[src/rtl/iopm_pkg.sv]
package iopm_pkg;

  // Position and width of the access width field in the parameter word.
  localparam int SIZE_LSB = 4;
  localparam int SIZE_W   = 3;

  // Bit position of the port number inside exit information word 1.
  localparam int EXIT_PORT_LSB = 16;

  // Sequencer states.
  typedef enum logic [1:0] {
    ST_IDLE = 2'd0,
    ST_REQ  = 2'd1,
    ST_WAIT = 2'd2,
    ST_DONE = 2'd3
  } iopm_state_e;

endpackage

[src/rtl/iopm_seq.sv]
// Control sequencer: accept, read request, read wait, result hold.
module iopm_seq
  import iopm_pkg::*;
(
  input  logic clk,
  input  logic rst_n,
  input  logic chk_valid,
  output logic chk_ready,
  input  logic need_fetch,
  output logic mem_req,
  input  logic mem_gnt,
  input  logic mem_rvalid,
  output logic res_valid,
  input  logic res_ready,
  output logic take_chk,
  output logic take_word
);

  iopm_state_e state_q, state_d;

  assign chk_ready = (state_q == ST_IDLE);
  assign mem_req   = (state_q == ST_REQ);
  assign res_valid = (state_q == ST_DONE);
  assign take_chk  = chk_ready && chk_valid;
  assign take_word = (state_q == ST_WAIT) && mem_rvalid;

  always_comb begin
    state_d = state_q;
    unique case (state_q)
      ST_IDLE: if (chk_valid)  state_d = need_fetch ? ST_REQ : ST_DONE;
      ST_REQ:  if (mem_gnt)    state_d = ST_WAIT;
      ST_WAIT: if (mem_rvalid) state_d = ST_DONE;
      ST_DONE: if (res_ready)  state_d = ST_IDLE;
      default:                 state_d = ST_IDLE;
    endcase
  end

  always_ff @(posedge clk or negedge rst_n) begin
    if (!rst_n) state_q <= ST_IDLE;
    else        state_q <= state_d;
  end

  // read data return yields a valid result on the next cycle.
  p_rvalid_result_r9 : assert property (@(posedge clk) disable iff (!rst_n)
    (state_q == ST_WAIT && mem_rvalid) |=> res_valid);

  // nothing is accepted while a read or a result is outstanding.
  p_idle_only_r10 : assert property (@(posedge clk) disable iff (!rst_n)
    chk_ready |-> (!res_valid && !mem_req));

endmodule

[config.mk]
export PLATFORM = sky130hd
export DESIGN_NAME = iopm_seq
export DESIGN_NICKNAME = d
export VERILOG_FILES = /design/src/rtl/iopm_pkg.sv /design/src/rtl/iopm_seq.sv
export SDC_FILE = /design/constraint.sdc
export NUM_CORES = 1
export LEC_CHECK = 0
export ABC_CLOCK_PERIOD_IN_PS = 2170
export BUFFER_PORTS_ARGS = -buffer_cell sky130_fd_sc_hd__buf_2
export CAP_MARGIN = 0
export CORE_AREA = 2 2 39 41
export DETAILED_ROUTE_END_ITERATION = 12
export DIE_AREA = 0 0 41 43
export GPL_TIMING_DRIVEN = 0
export PLACE_DENSITY = 0.38
export SETUP_SLACK_MARGIN = 0.02
export SKIP_LAST_GASP = 1
export SYNTH_ARGS = -nofsm -noshare
export SYNTH_HDL_FRONTEND = slang
export SYNTH_SLANG_ARGS = --single-unit
[constraint.sdc]
create_clock -name clk -period 2.17 [get_ports clk]
set_input_delay 0.3255 -clock clk [delete_from_list [all_inputs] [get_ports clk]]
set_output_delay 0.3255 -clock clk [all_outputs]
set_load 0.02 [all_outputs]
; ---- Word level (Yosys, flattened, before mapping)
; Cells that the tools add are included.
[totals]
reg_bits = 2
out_inout_bits = 5
elab_cells = 18
[classes]
eq_ne = 7
n_mux = 6
reduce_logical = 4
[ops]
columns = cell, count
row1 = $mux 2, 5
row2 = $pmux 2 s4, 1
row3 = $eq 2x2->1 const B, 2
row4 = $ne 2x1->1 const B, 2
row5 = $ne 2x2->1 const B, 2
row6 = $reduce_and 4->1, 1
row7 = $eq 2x1->1 const B, 1
row8 = $logic_and 1x1->1, 2
row9 = $logic_not 2->1, 1

; ---- Depth between registers and ports, before layout
[logic_depth]
word_depth = 3
ltp_mapped = 5
ltp_nobuf = 5

; ---- Worst setup path after synthesis
; OpenSTA, ideal clock, no wires.
[synth_path]
path_type = register -> register
start = register state_q[0]
end = register state_q[0]
t_arrival_ps = 1439
required_ps = 2091
path_slack_ps = 652
path_stages_with_launch = 6
n_path_buf = 0
period_less_slack_ps = 1518
cell_sequence = dfrtp_1 inv_1 ha_1 nor2b_1 a2111oi_4 mux2i_1
[synth_via]
elab_chain_cells = 3
[synth_lines]
columns = item, line_no
row1 = start: declaration, iopm_seq.sv:19  ; iopm_state_e state_q, state_d;
row2 = start signal: assignment, iopm_seq.sv:40  ; else state_q <= state_d;
row3 = $logic_not 2->1 *, --
row4 = net chk_ready, iopm_seq.sv:8  ; output logic chk_ready,
row5 = $ne 2x2->1 (no line), --
row6 = $reduce_and 4->1 (no line), --
; The timed path passes the listed nets; every way through them passes the cells marked *.
; A chain may end at the register's enable or synchronous reset.

; ---- Final worst setup path
[layout_path]
start = register state_q[0]
end = output take_word
[layout_via]
elab_chain_cells = 2
[layout_lines]
columns = item, line_no
row1 = $eq 2x2->1, iopm_seq.sv:25  ; assign take_word = (state_q == ST_WAIT) && mem_rvalid;
row2 = $logic_and 1x1->1, iopm_seq.sv:25
row3 = end: declaration, iopm_seq.sv:16  ; output logic take_word
; Every way passes these cells.

==> impl_metrics.tcl <==
set metrics [dict create \
    status "completed" \
    final_wirelength_um 406 \
    biggestRegsByFlops "state_q: 2 flops" \
    synth_top_cells_by_count "sky130_fd_sc_hd__ha_1, sky130_fd_sc_hd__inv_1, sky130_fd_sc_hd__mux2i_1, sky130_fd_sc_hd__nor2b_1" \
    holdBufCountCts 1 \
    unrepaired_setup_endpoints_after_global_routing "no" \
    max-cap-violations 0 \
    synth_area_leaders "sky130_fd_sc_hd__dfrtp_1, sky130_fd_sc_hd__ha_1, sky130_fd_sc_hd__mux2i_1, sky130_fd_sc_hd__a2111oi_4, sky130_fd_sc_hd__nor2b_1" \
    first_pass_grt_wire_length_um 614 \
    net_total_in_the_final_layout 48 \
    worst_ir_drop_vdd_v 0.000456 \
    antenna-diode-count 0 \
    setup-violations-final 0 \
    yosys_most_used_dff "sky130_fd_sc_hd__dfrtp_1" \
    hold_viol_final 0 \
    detailroute.via_count 179 \
    vias_per_cell 3.51 \
    critical_path_class "register to output pin" \
    cts_resized 0 \
    fin_ws_ns 0.581 \
    largest-register "state_q" \
    timing.setup.tns_ns 0 \
    syn_area_um2 208 \
    critical_path_arrival_ns 1.26 \
    ys_warn_count 0 \
    floorplan.initialDensity 0.150 \
    postSynthRegisterBits 2 \
    place.gp.congestion 0.605 \
    coreArea_um2 1380 \
    clk_latency_worst_skew_pair_ns 0.22 \
    largest_register_ffs 2 \
    ios 12 \
    slew-limit-headroom 0.787 \
    power.static_leakage_uw 0.000179 \
    synthToLayoutAreaGrowth_pct 51.8 \
    floorplan.die_area_um2 1760 \
    share_of_final_layout_standard_cells_stronger_than_drive_strength_1 0.429 \
    cts.reportedPaths.clkPinSlew_ns 0.03 \
    critical_path.startpoint "state_q[0]" \
    critPathLaunchType "register" \
    mappedNetlistNets 31 \
    wire_per_inst_um 7.96 \
    worst_slew_pin_slew_ns 0.319 \
    numCtsBuffers 3 \
    yosysTopAreaCellShare 0.241 \
    number_of_flops_mapped_to_enable_cells_by_yosys 0 \
    cts_htree_levels 1 \
    setup_clock_skew_after_layout_ns 0.00186 \
    min_path_type "input pin to asynchronous set/reset pin" \
    synth-async-reset-ratio 1.00 \
    detail-route-antenna-nets 0 \
    die_width_um 41 \
    grt_max_degree 6 \
    path_max_fanout 3 \
    ctsRootBufferMaster "sky130_fd_sc_hd__clkbuf_4" \
    grt_use_total 0.0562 \
    r2r_slack_ns 0.66 \
    post-synth-top-area-cell "sky130_fd_sc_hd__dfrtp_1" \
    post-cts-setup-buffer-count 0 \
    syn_avg_cell_area_um2 10.4 \
    io_buffers 11 \
    fp-row-count 14 \
    fmaxAchievable_mhz 629 \
    period_minus_slack_ns 1.59 \
    min_period_over_period 0.732 \
    instances_no_fill 51 \
    synth_sequential_area_ratio 0.241 \
    dp_cells 47 \
    critical_path_required_ns 1.84 \
    cts_tree "done" \
    clk_path_buf_depth 2 \
    slew_violations 0 \
    detail_route.drc_violations 0 \
    placement_stage_worst_setup_slack_ns 0.642 \
    synth.distinct_cells 8 \
    numClockSinks 2 \
    p_per_area_nw_per_um2 1440 \
    grt_overflow_total 0 \
    antenna_found_initial 0 \
    drt_iter0_markers 1 \
    n_fill_cell 151 \
    timing.rr.start "state_q[0]" \
    worstSetupEndpointType "output pin" \
    die_h_um 43 \
    grt_pass1_vias 179 \
    synthesis.instances 20 \
    drt_pre_antenna_iters 2 \
]
worst max-delay path, cell delays in order, from the launching register on:
cell,delay [ns]
sky130_fd_sc_hd__dfrtp_1,0.39
sky130_fd_sc_hd__inv_1,0.10
sky130_fd_sc_hd__ha_1,0.25
sky130_fd_sc_hd__and2_1,0.14
sky130_fd_sc_hd__buf_2,0.15
path summary, 6_finish.rpt:
check | end | depth (start not counted)
worst max-delay path | take_word | 4
worst min-delay path | state_q[1] | 2
worst max register to register | state_q[0] | 5
worst min register to register | state_q[1] | 2
max in group asynchronous | state_q[0] | 2
min in group clk | state_q[1] | 4
cell families after synthesis:
kind of cell,synth area share
adders and majority gates,0.241
buffers and inverters,0.0723
AOI/OAI and AO/OA,0.133
DFF,0.241
muxes,0.145
and+or+nand+nor,0.169
cells in the final DEF (no fill, tap or decap), drive strengths merged:
cell         instances
buf                 11
inv                  4
ha                   4
nor2b                3
mux2i                3
clkbuf               3
and2                 2
dfrtp                2
nor2                 1
a2111oi              1
dlygate4sd3          1
routing by layer:
metal / routed length (um) / GRT usage / vias to the layer above / part of all wire
met2: 211 / 0.0750 / 7 / 0.52
li1: - / - / 95 / -
met3: 42 / 0.0209 / 0 / 0.10
met1: 152 / 0.0514 / 77 / 0.37
met4: 0 / 0.0800 / 0 / 0
met5: 0 / 0 / - / 0
layout make-up:
class	instances	area, um^2	area share
clock buffer	3	22.5	0.0714
sequential	2	50.0	0.159
inverter	4	15.0	0.0476
tap	16	20.0	0.0635
multi-input combinational	14	143	0.452
timing repair buffer	12	65.1	0.206
report_power, final:
part | switching, uW | total (uW) | internal [uW]
logic | 162 | 296 | 134
clock network | 22.4 | 83.5 | 61.1
registers | 15.7 | 75.1 | 59.4
total | 200 | 455 | 255
metrics by stage:
step           instance area, um^2  hold WS [ns]  utilization  total power (uW)
3_3_place_gp                   283         0.110        0.204               373
3_5_place_dp                   283         0.112        0.204               379
2_1_floorplan                  208        0.0299            -               313
5_1_grt                        315         0.413        0.228               506
4_1_cts                        315         0.399        0.228               470
6_report                       315         0.410        0.228               455
No activity file was read; power rests on OpenSTA's default activity.
